<file path="config.mk">
export PLATFORM = sky130hd
export DESIGN_NAME = dmaeng_channel
export DESIGN_NICKNAME = d
export VERILOG_FILES = /design/src/rtl/dmaeng_pkg.sv /design/src/rtl/dmaeng_desc_check.sv /design/src/rtl/dmaeng_desc_store.sv /design/src/rtl/dmaeng_walker.sv /design/src/rtl/dmaeng_channel.sv
export SDC_FILE = /design/constraint.sdc
export NUM_CORES = 1
export LEC_CHECK = 0
export BUFFER_PORTS_ARGS = -buffer_cell sky130_fd_sc_hd__buf_4
export CORE_AREA = 4 4 194 120
export CTS_BUF_LIST = sky130_fd_sc_hd__clkbuf_8
export DETAILED_ROUTE_END_ITERATION = 10
export DIE_AREA = 0 0 198 124
export PLACE_DENSITY = 0.79
export SLEW_MARGIN = 15
export SYNTH_ARGS = -nofsm -noshare
export SYNTH_HDL_FRONTEND = slang
export SYNTH_HIERARCHICAL = 1
export SYNTH_SLANG_ARGS = --single-unit
</file>
<file path="constraint.sdc">
create_clock -name clk -period 4 [get_ports clk]
set_input_delay 0.4 -clock clk [delete_from_list [all_inputs] [get_ports clk]]
set_output_delay 0.4 -clock clk [all_outputs]
set_load 0.01 [all_outputs]
</file>
<file path="src/rtl/dmaeng_pkg.sv">
// Shared types and codes for the linked-descriptor DMA channel.
// Assumes 32-bit descriptor words and a 2-bit width code directly above the count.
package dmaeng_pkg;
    typedef enum logic [2:0] {
        ST_IDLE,
        ST_FETCH,
        ST_CHECK,
        ST_RD,
        ST_WR
    } dmaeng_state_e;

    localparam logic [1:0] PH_IDLE  = 2'd0;
    localparam logic [1:0] PH_DESC  = 2'd1;
    localparam logic [1:0] PH_WAIT  = 2'd2;
    localparam logic [1:0] PH_DATA  = 2'd3;

    localparam logic [1:0] WC_BYTE  = 2'd3;
    localparam logic [1:0] WC_HALF  = 2'd2;
    localparam logic [1:0] WC_WORD  = 2'd0;

    localparam logic [1:0] LANE_1   = 2'd0;
    localparam logic [1:0] LANE_2   = 2'd1;
    localparam logic [1:0] LANE_4   = 2'd2;

    localparam logic [1:0] LAST_WORD_IDX = 2'd3;
endpackage

</file>
<file path="src/rtl/dmaeng_desc_check.sv">
// Decodes and validates a descriptor size word.
// Assumes the width code sits in the two bits directly above a CNT_W-bit count.
module dmaeng_desc_check
    import dmaeng_pkg::*;
#(
    parameter int CNT_W      = 12,
    parameter int MAX_NARROW = 'h3FF,
    parameter int MAX_WIDE   = 'h7FF
) (
    input  logic [CNT_W+1:0] size_w,
    output logic             ok,
    output logic [CNT_W-1:0] cnt,
    output logic [2:0]       step,
    output logic [1:0]       lane
);
    logic [1:0]       code;
    logic [CNT_W-1:0] lim;
    logic             code_ok;

    // Map the width code to byte step, beat size and count limit.
    always_comb begin
        code    = size_w[CNT_W+1:CNT_W];
        cnt     = size_w[CNT_W-1:0];
        code_ok = 1'b1;
        unique case (code)
            WC_BYTE: begin step = 3'd1; lane = LANE_1; lim = CNT_W'(MAX_NARROW); end
            WC_HALF: begin step = 3'd2; lane = LANE_2; lim = CNT_W'(MAX_NARROW); end
            WC_WORD: begin step = 3'd4; lane = LANE_4; lim = CNT_W'(MAX_WIDE);   end
            default: begin step = 3'd4; lane = LANE_4; lim = '0; code_ok = 1'b0; end
        endcase
        ok = code_ok && (cnt != '0) && (cnt <= lim);
    end
endmodule

</file>
<file path="src/rtl/dmaeng_desc_store.sv">
// Holds the active descriptor; loaded whole from registers or word by word from memory.
// Assumes word index 0..3 maps to device, memory, size, next.
module dmaeng_desc_store #(
    parameter int SZ_W = 14
) (
    input  logic            clk,
    input  logic            rst_n,
    input  logic            load,
    input  logic [31:0]     ld_dev,
    input  logic [31:0]     ld_mem,
    input  logic [SZ_W-1:0] ld_size,
    input  logic [31:0]     ld_next,
    input  logic            wr,
    input  logic [1:0]      wr_idx,
    input  logic [31:0]     wr_word,
    output logic [31:0]     dev,
    output logic [31:0]     mem,
    output logic [SZ_W-1:0] size,
    output logic [31:0]     nxt
);
    // Capture register copy on a direct start, or one fetched word per acknowledge.
    always_ff @(posedge clk) begin
        if (!rst_n) begin
            dev  <= '0;
            mem  <= '0;
            size <= '0;
            nxt  <= '0;
        end else if (load) begin
            dev  <= ld_dev;
            mem  <= ld_mem;
            size <= ld_size;
            nxt  <= ld_next;
        end else if (wr) begin
            unique case (wr_idx)
                2'd0: dev  <= wr_word;
                2'd1: mem  <= wr_word;
                2'd2: size <= wr_word[SZ_W-1:0];
                default: nxt <= wr_word;
            endcase
        end
    end
endmodule

</file>
<file path="src/rtl/dmaeng_walker.sv">
// Element counter and advancing memory pointer for one descriptor.
// Assumes load and adv are never asserted together.
module dmaeng_walker #(
    parameter int CNT_W = 12
) (
    input  logic             clk,
    input  logic             rst_n,
    input  logic             load,
    input  logic [CNT_W-1:0] cnt_in,
    input  logic [31:0]      base_in,
    input  logic [2:0]       step,
    input  logic             adv,
    output logic [31:0]      cur,
    output logic             last
);
    logic [CNT_W-1:0] remain;

    // Track remaining elements and the current memory byte address.
    always_ff @(posedge clk) begin
        if (!rst_n) begin
            remain <= '0;
            cur    <= '0;
        end else if (load) begin
            remain <= cnt_in;
            cur    <= base_in;
        end else if (adv) begin
            remain <= remain - CNT_W'(1);
            cur    <= cur + {29'd0, step};
        end
    end

    assign last = (remain == CNT_W'(1));
endmodule

</file>
<file path="src/rtl/dmaeng_channel.sv">
// One DMA channel: direct or linked-descriptor transfers over a req/ack memory port.
// Assumes mem_ack is only raised while mem_req is high; one element = read beat + write beat.
module dmaeng_channel
    import dmaeng_pkg::*;
#(
    parameter int CNT_W      = 12,
    parameter int MAX_NARROW = 'h3FF,
    parameter int MAX_WIDE   = 'h7FF
) (
    input  logic             clk,
    input  logic             rst_n,
    input  logic             start,
    input  logic             mode_sg,
    input  logic             dir_to_dev,
    input  logic [31:0]      reg_dev_addr,
    input  logic [31:0]      reg_mem_addr,
    input  logic [CNT_W+1:0] reg_size,
    input  logic [31:0]      reg_next,
    output logic             mem_req,
    output logic             mem_we,
    output logic [31:0]      mem_addr,
    output logic [1:0]       mem_size,
    output logic [31:0]      mem_wdata,
    input  logic             mem_ack,
    input  logic [31:0]      mem_rdata,
    output logic [1:0]       phase,
    output logic             irq_pulse,
    output logic             err_pulse
);
    localparam int SZ_W = CNT_W + 2;

    dmaeng_state_e    state;
    logic [1:0]       widx;
    logic [31:2]      fptr;
    logic [31:0]      hold;
    logic             dir_q;
    logic             sg_q;

    logic [31:0]      d_dev, d_mem, d_next;
    logic [SZ_W-1:0]  d_size;
    logic             chk_ok;
    logic [CNT_W-1:0] chk_cnt;
    logic [2:0]       chk_step;
    logic [1:0]       chk_lane;
    logic [31:0]      w_cur;
    logic             w_last;

    logic             store_load, store_wr, walk_load, walk_adv;

    // Strobes for the sub-blocks, derived from the current state.
    always_comb begin
        store_load = (state == ST_IDLE) && start && !mode_sg;
        store_wr   = (state == ST_FETCH) && mem_ack;
        walk_load  = (state == ST_CHECK) && chk_ok;
        walk_adv   = (state == ST_WR) && mem_ack;
    end

    dmaeng_desc_store #(.SZ_W(SZ_W)) u_store (
        .clk     (clk),
        .rst_n   (rst_n),
        .load    (store_load),
        .ld_dev  (reg_dev_addr),
        .ld_mem  (reg_mem_addr),
        .ld_size (reg_size),
        .ld_next (reg_next),
        .wr      (store_wr),
        .wr_idx  (widx),
        .wr_word (mem_rdata),
        .dev     (d_dev),
        .mem     (d_mem),
        .size    (d_size),
        .nxt     (d_next)
    );

    dmaeng_desc_check #(
        .CNT_W      (CNT_W),
        .MAX_NARROW (MAX_NARROW),
        .MAX_WIDE   (MAX_WIDE)
    ) u_check (
        .size_w (d_size),
        .ok     (chk_ok),
        .cnt    (chk_cnt),
        .step   (chk_step),
        .lane   (chk_lane)
    );

    dmaeng_walker #(.CNT_W(CNT_W)) u_walk (
        .clk     (clk),
        .rst_n   (rst_n),
        .load    (walk_load),
        .cnt_in  (chk_cnt),
        .base_in (d_mem),
        .step    (chk_step),
        .adv     (walk_adv),
        .cur     (w_cur),
        .last    (w_last)
    );

    // Sequencer: start, descriptor fetch, check, element read/write, chain follow.
    always_ff @(posedge clk) begin
        if (!rst_n) begin
            state     <= ST_IDLE;
            widx      <= '0;
            fptr      <= '0;
            hold      <= '0;
            dir_q     <= 1'b0;
            sg_q      <= 1'b0;
            irq_pulse <= 1'b0;
            err_pulse <= 1'b0;
        end else begin
            irq_pulse <= 1'b0;
            err_pulse <= 1'b0;
            unique case (state)
                ST_IDLE: begin
                    if (start) begin
                        dir_q <= dir_to_dev;
                        sg_q  <= mode_sg;
                        widx  <= '0;
                        fptr  <= reg_next[31:2];
                        state <= mode_sg ? ST_FETCH : ST_CHECK;
                    end
                end
                ST_FETCH: begin
                    if (mem_ack) begin
                        widx <= widx + 2'd1;
                        if (widx == LAST_WORD_IDX) state <= ST_CHECK;
                    end
                end
                ST_CHECK: begin
                    if (!chk_ok) begin
                        err_pulse <= 1'b1;
                        irq_pulse <= 1'b1;
                        state     <= ST_IDLE;
                    end else begin
                        state <= ST_RD;
                    end
                end
                ST_RD: begin
                    if (mem_ack) begin
                        hold  <= mem_rdata;
                        state <= ST_WR;
                    end
                end
                ST_WR: begin
                    if (mem_ack) begin
                        if (w_last) begin
                            irq_pulse <= d_next[0];
                            if (sg_q && d_next[1]) begin
                                fptr  <= d_next[31:2];
                                widx  <= '0;
                                state <= ST_FETCH;
                            end else begin
                                state <= ST_IDLE;
                            end
                        end else begin
                            state <= ST_RD;
                        end
                    end
                end
                default: state <= ST_IDLE;
            endcase
        end
    end

    // Memory port drive: address source depends on state and latched direction.
    always_comb begin
        mem_req   = (state == ST_FETCH) || (state == ST_RD) || (state == ST_WR);
        mem_we    = (state == ST_WR);
        mem_wdata = hold;
        mem_size  = (state == ST_FETCH) ? LANE_4 : chk_lane;
        unique case (state)
            ST_FETCH: mem_addr = {fptr + {28'd0, widx}, 2'b00};
            ST_RD:    mem_addr = dir_q ? w_cur : d_dev;
            ST_WR:    mem_addr = dir_q ? d_dev : w_cur;
            default:  mem_addr = '0;
        endcase
    end

    // Phase code reported to software.
    always_comb begin
        unique case (state)
            ST_FETCH: phase = PH_DESC;
            ST_CHECK: phase = PH_WAIT;
            ST_RD,
            ST_WR:    phase = PH_DATA;
            default:  phase = PH_IDLE;
        endcase
    end
endmodule

</file>
* Word level (Yosys, flattened, before mapping)
Index checks and enable logic that the tools add are counted.
** Word-level totals
- Bits in registers :: 225
- Output and inout bits :: 72
- Bits of input ports :: 148
- Word-level logic and storage cells :: 123
** Operators by class
- Reductions and logical operators :: 36
- Multiplexer cells :: 50
- Order comparisons :: 1
- $add $sub $neg :: 4
- Eq/ne operators :: 18
** Operator list (number)
- two-way mux 32 bit :: 13
- two-way mux 30 bit :: 4
- one-hot mux 32 bit (3 select lines) :: 1
- one-hot mux 30 bit (2 select lines) :: 1
- two-way mux 14 bit :: 3
- adder 32 x 3 -> 32 bit :: 1
- adder 30 x 2 -> 30 bit :: 1
- two-way mux 12 bit :: 2
- one-hot mux 11 bit (2 select lines) :: 1
- two-way mux 3 bit :: 6
- two-way mux 2 bit :: 8
- one-hot mux 3 bit (5 select lines) :: 1
- AND reduction 2 bit :: 7
- == test 12 x 1 -> 1 bit (second input constant) :: 1
- less-or-equal comparator 12 x 11 -> 1 bit :: 1
- one-hot mux 2 bit (3 select lines) :: 2
- nonzero test 12 bit :: 1
- nonzero test 2 bit :: 6
- subtractor 12 x 1 -> 12 bit (second input constant) :: 1
- AND reduction 5 bit :: 2
- == test 2 bit (second input constant) :: 4
- logical AND 1 bit :: 8
- inequality test 2 x 1 -> 1 bit (second input constant) :: 4
- inequality test 2 bit (second input constant) :: 4
- other kinds (17) :: 26

* Longest topological paths before layout
- Depth after elaboration :: 7
- Mapped depth :: 15
- Depth with buffers taken out :: 14

* By module
Netlist, hierarchy kept.
** By module, submodules not included
- dmaeng_desc_store :: times used 1, seq. area each 2202.1 sq um, cells an instance 565, area each 4727.0 sq um
- dmaeng_channel :: times used 1, seq. area each 1421.4 sq um, cells an instance 637, area each 4649.5 sq um
- dmaeng_walker :: times used 1, seq. area each 880.8 sq um, cells an instance 315, area each 2516.2 sq um
- dmaeng_desc_check :: times used 1, seq. area each 0.0 sq um, cells an instance 56, area each 419.2 sq um

* Worst setup path before layout
No wires, ideal clock.
- Path type :: register -> register
- Start point :: reg u_store.size[13]
- End point :: reg u_walk.cur[0]
- Setup time :: 128 ps
- Cell stages (with the launch flop) :: 16
- Buffers on the path :: 3
- Path slack :: 756 ps
- Clock period less this slack :: 3244 ps
- Arrival time :: 3117 ps
- Data required time :: 3872 ps
- Cell sequence :: dfxtp_1 -> nand2b_1 -> buf_6 -> inv_4 -> ha_1 -> a21o_1 -> maj3_2 -> a2111oi_2 -> o21ai_1 -> a21oi_1 -> nor3b_1 -> clkbuf_1 -> clkbuf_1 -> nor2_1 -> a21oi_1 -> nor2_1
** Between the ends
- Cells in the longest elaborated chain, start to end :: 7
- Elaborated cells between the ends (all ways) :: 16
- Those cells by class :: 1 x add/sub; 1 x order compare; 2 x eq/ne; 5 x mux; 7 x reduce/logical
** Ends and longest elaborated chain
- start: declaration :: line dmaeng_desc_store.sv:18 : output logic [SZ_W-1:0] size,
- start signal: assignment :: line dmaeng_desc_store.sv:31 : size <= ld_size;
- start signal: assignment :: line dmaeng_desc_store.sv:37 : 2'd2: size <= wr_word[SZ_W-1:0];
- == test 2 bit or zero test 2 bit (tied branches) :: line dmaeng_desc_check.sv:25 : unique case (code)
- OR reduction 2 bit (no line) or OR reduction 3 bit (tied branches)
- one-hot mux 11 bit (2 select lines) or two-way mux 1 bit (tied branches) :: line dmaeng_desc_check.sv:25
- less-or-equal comparator 12 x 11 -> 1 bit or logical AND 1 bit (tied branches) :: line dmaeng_desc_check.sv:31 : ok = code_ok && (cnt != '0) && (cnt <= lim);
- logical AND 1 bit (*) :: line dmaeng_desc_check.sv:31
- net chk_ok :: line dmaeng_channel.sv:41 : logic chk_ok;
- logical AND 1 bit (*) :: line dmaeng_channel.sv:54 : walk_load = (state == ST_CHECK) && chk_ok;
- net walk_load :: line dmaeng_channel.sv:48 : logic store_load, store_wr, walk_load, walk_adv;
- two-way mux 32 bit or nonzero test 2 bit (tied branches)
- end signal: assignment :: line dmaeng_walker.sv:25 : cur <= base_in;
- end signal: assignment :: line dmaeng_walker.sv:28 : cur <= cur + {29'd0, step};
- end: declaration :: line dmaeng_walker.sv:13 : output logic [31:0] cur,
Mark *: on every way through the listed nets, which the timed path passes. The rest lies on a longest branch. The select of a mux whose other input is x is not followed.
A chain may end at the register's enable or synchronous reset.

* Final worst setup path
- Start point :: reg u_store.size[13]
- End point :: reg u_walk.cur[31]
The elaborated chain is that of the path after synthesis.

==> summary.md <==
| Metric | Value |
|---|---|
| Row count | 42 |
| Total wire length | 42900 um |
| Total gr overflow | 0 |
| Worst-path cell chain | nand2b_2 -> inv_4 -> ha_1 -> a21o_1 -> maj3_2 -> a2111oi_2 -> o21ai_1 -> a21oi_1 -> nor3b_2 -> clkinvlp_4 -> nand3_1 -> nor4_1 -> a211o_1 |
| Worst Path Required | 4420 ps |
| R2r setup slk | 320 ps |
| Initial Utilization | 56.9% |
| TritonRoute pass-1 iters | 5 |
| RSZ-0062 raised after global routing | false |
| CP Launch Type | register |
| Most common cell after layout, fill and taps aside | buf_4 |
| Dpl hpwl | 30300 um |
| CTS tree | built |
| Vias in the first global route | 11700 |
| Tmin final | 3680 ps |
| Hold_buf cts | 0 |
| Clock sinks | 225 |
| Sw Pwr | 2710 uW |
| Max Cap Viol | 0 |
| Seq/Total Area, Yosys | 36.6% |
| Post-synth EDFFs | 0 |
| Hold Fails Final Rpt | 0 |
| DIE WIDTH | 198 um |
| FF+latch count, synth | 225 |
| Fin. max-slew vios | 0 |
| Synth Instances | 1573 |
| Slowest stage delay, CP | 380 ps |
| Drt via density | 6.43 |
| CP arrival | 4100 ps |
| I/O pins | 220 |
| Crit-path slowest cell | dfxtp_1 |
| GRT Util Overall | 33.4% |
| Worst VDD drop | 0.000385 V |
| Worst Hold Class | input pin to register |
| Primary FF master, synth | dfxtp_1 |
| Global-route wire length before repair | 64900 um |
| Core box area | 0.0217 sq mm |
| # setup viols final | 0 |
| RePlAce Congestion | 0.962 |
| Routed WL per cell | 21.3 um |
| Multi-input gate area | 0.00700 sq mm |
| Crit path buf inv count | 2 |
| Final Skew | 16.2 ps |
| Cell Pwr Density | 506 mW/mm^2 |
| Final #Nets | 1876 |
| Outcome | finished, final reports clean |
| Reg power frac | 42.7% |
| Syn avg cell area | 7.83 sq um |
| Starting DRT DRC Count | 1553 |
| Net Sw Frac | 36.9% |
| Setup TNS | 0 ps |
| Syn Nets | 1739 |
| Slew @ Worst Pin | 1100 ps |
| Endpoint type of the worst setup path | register |
| Area Growth Syn to Fin | 18.0% |
| Clk network pwr share | 27.7% |
| Routed wl met3 | 5290 um |
| Max clock buf depth | 3 |
| Die Span Y | 124 um |
| Seq. cell area | 0.00451 sq mm |
| Wl on met1 | 18200 um |
| Vias | 13000 |
| Filler Cell Count | 1792 |
| Initial antenna violation count | 0 |
| Antenna diodes | 0 |
| Met2 wire length | 17700 um |
| Cell Int Power | 4630 uW |
| Crit path max-delay family | compound AO/OA/AOI/OAI gates |
| Fin util | 67.1% |
| ANT nets after route | 0 |
| Yosys cell types | 81 |
| Most frequent cells in the layout | 245 x buf_4, 243 x a21oi_1, 237 x nand2_1, 224 x dfxtp_1, 146 x o21ai_0 |
| IO Port Bufs | 219 |
| CTS root buffer | clkbuf_8 |
| Rel. slew slack | 26.9% |
| Clock Latency Late Sink | 530 ps |
| Crit share post-route | 92.0% |
| Layout cells sized above 1 | 19.6% |
| Top routing layer used | met4 |
| Reg clk slew, reported paths | 70 ps |
| Die Area | 0.0246 sq mm |
| Combinational fraction of design power | 29.6% |
| Pin count of the biggest net entering global routing | 75 |
| Mapped Area | 0.0123 sq mm |
| YS warnings | 6 |
| Highest clock rate | 272 MHz |
| Cts bufs inserted | 36 |
| Crit path kind | register to register |
| Post-synth ARST share | 0% |
| Leak Pwr | 0.00596 uW |
| H-tree depth | 2 |
| Post-detailed-route DRC marker count | 0 |
| Critical Path Fanout Max | 11 |
-- worst paths after layout --
path	cells past startpoint	endpoint	from
min reg2reg	2	u_store/mem[28]	u_store/mem[28]
min	3	u_store/size[4]	reg_size[4]
max	13	u_walk/cur[31]	u_store/size[13]
max reg2reg	13	u_walk/cur[31]	u_store/size[13]
-- registers in the layout, indices dropped and copies added, names as in the netlist --
| name | flops |
|---|---|
| dir_q | 1 |
| err_pulse | 1 |
| fptr | 30 |
| irq_pulse | 1 |
| mem_wdata | 32 |
| sg_q | 1 |
| state | 3 |
| u_store/dev | 32 |
| u_store/mem | 32 |
| u_store/nxt | 32 |
| u_store/size | 14 |
| u_walk/cur | 32 |
| u_walk/remain | 12 |
| widx | 2 |
-- cell families after synthesis --
logic type | after synthesis | share of synthesized area, %
AOI/OAI and AO/OA | 557 | 27.3
xor gates and xnor gates | 47 | 3.34
adders and majority gates | 19 | 2.04
buffers and inverters | 166 | 6.72
DFF | 225 | 36.6
muxes | 50 | 4.11
and+or+nand+nor | 509 | 19.9
-- synthesized netlist by cell type (all sizes together) (2+ instances only) --
library cell / n / share of area (%)
o21ai: 147 / 6.0
clkbuf: 85 / 2.6
nor3b: 7 / 0.56
or3: 20 / 1.0
and3b: 2 / 0.14
and4: 12 / 0.88
o211a: 6 / 0.49
a211o: 5 / 0.36
clkinv: 2 / 0.061
inv: 17 / 0.54
dfxtp: 225 / 37
a211oi: 12 / 0.77
mux2i: 49 / 4.0
a31oi: 7 / 0.36
nand3: 33 / 1.4
or3b: 3 / 0.21
buf: 62 / 3.5
nand3b: 4 / 0.27
or4b: 2 / 0.16
nor4: 21 / 1.1
a311oi: 33 / 2.3
ha: 16 / 1.6
a21o: 4 / 0.24
fa: 2 / 0.33
xnor2: 31 / 2.2
nor2b: 2 / 0.10
nand4: 18 / 1.0
or4: 4 / 0.30
and2: 8 / 0.43
a221oi: 62 / 4.4
nand2b: 6 / 0.30
o311a: 2 / 0.16
nand2: 237 / 7.2
and3: 14 / 0.73
nor3: 19 / 0.77
nor4b: 3 / 0.26
xor2: 16 / 1.1
a21oi: 250 / 10
o22ai: 15 / 0.76
nor2: 91 / 2.8
a221o: 2 / 0.16
or2: 2 / 0.10
-- layout make-up --
class | count | area share (%)
multi-input combinational | 1182 | 48.2
sequential | 225 | 31.0
timing repair buffer | 246 | 12.8
clock buffer | 46 | 4.36
tap | 286 | 2.46
clock inverter | 15 | 0.620
inverter | 19 | 0.551
-- metrics by stage --
stage / setup WS [ps] / area [sq um] / hold WS (ps) / total power (uW) / instances
6_report: 321 / 14500 / 132 / 7350 / 2019
4_1_cts: 287 / 14500 / 125 / 7290 / 2019
3_3_place_gp: 455 / 13800 / 439 / 5200 / 1958
2_1_floorplan: 756 / 12300 / 426 / 4500 / 1573
5_1_grt: 118 / 14500 / 137 / 7720 / 2019
3_5_place_dp: 319 / 13800 / 444 / 5270 / 1958
-- metal layers --
metal	GRT usage, %	up-vias
li1	-	6005
met1	47.2	6061
met2	48.5	800
met3	8.81	119
met4	13.4	0
met5	0	-
-- what timing repair did --
action / 4_1_cts / 5_1_grt
buffers inserted: 0 / 0
resized for setup: 0 / 3
setup endpoints to repair: 0 / 9
-- worst min-delay path, stage by stage --
cell and delay, ps:
buf_4 70, o21ai_0 60, a21oi_1 100
-- power by group through the flow --
stage	Clock, uW	Sequential (uW)	Combinational, uW
2_1_floorplan	0	2980	1510
3_3_place_gp	0	3140	2060
3_5_place_dp	0	3160	2110
4_1_cts	2050	3110	2120
5_1_grt	2160	3190	2380
6_report	2030	3140	2170
(Power assumes the default switching activity.)
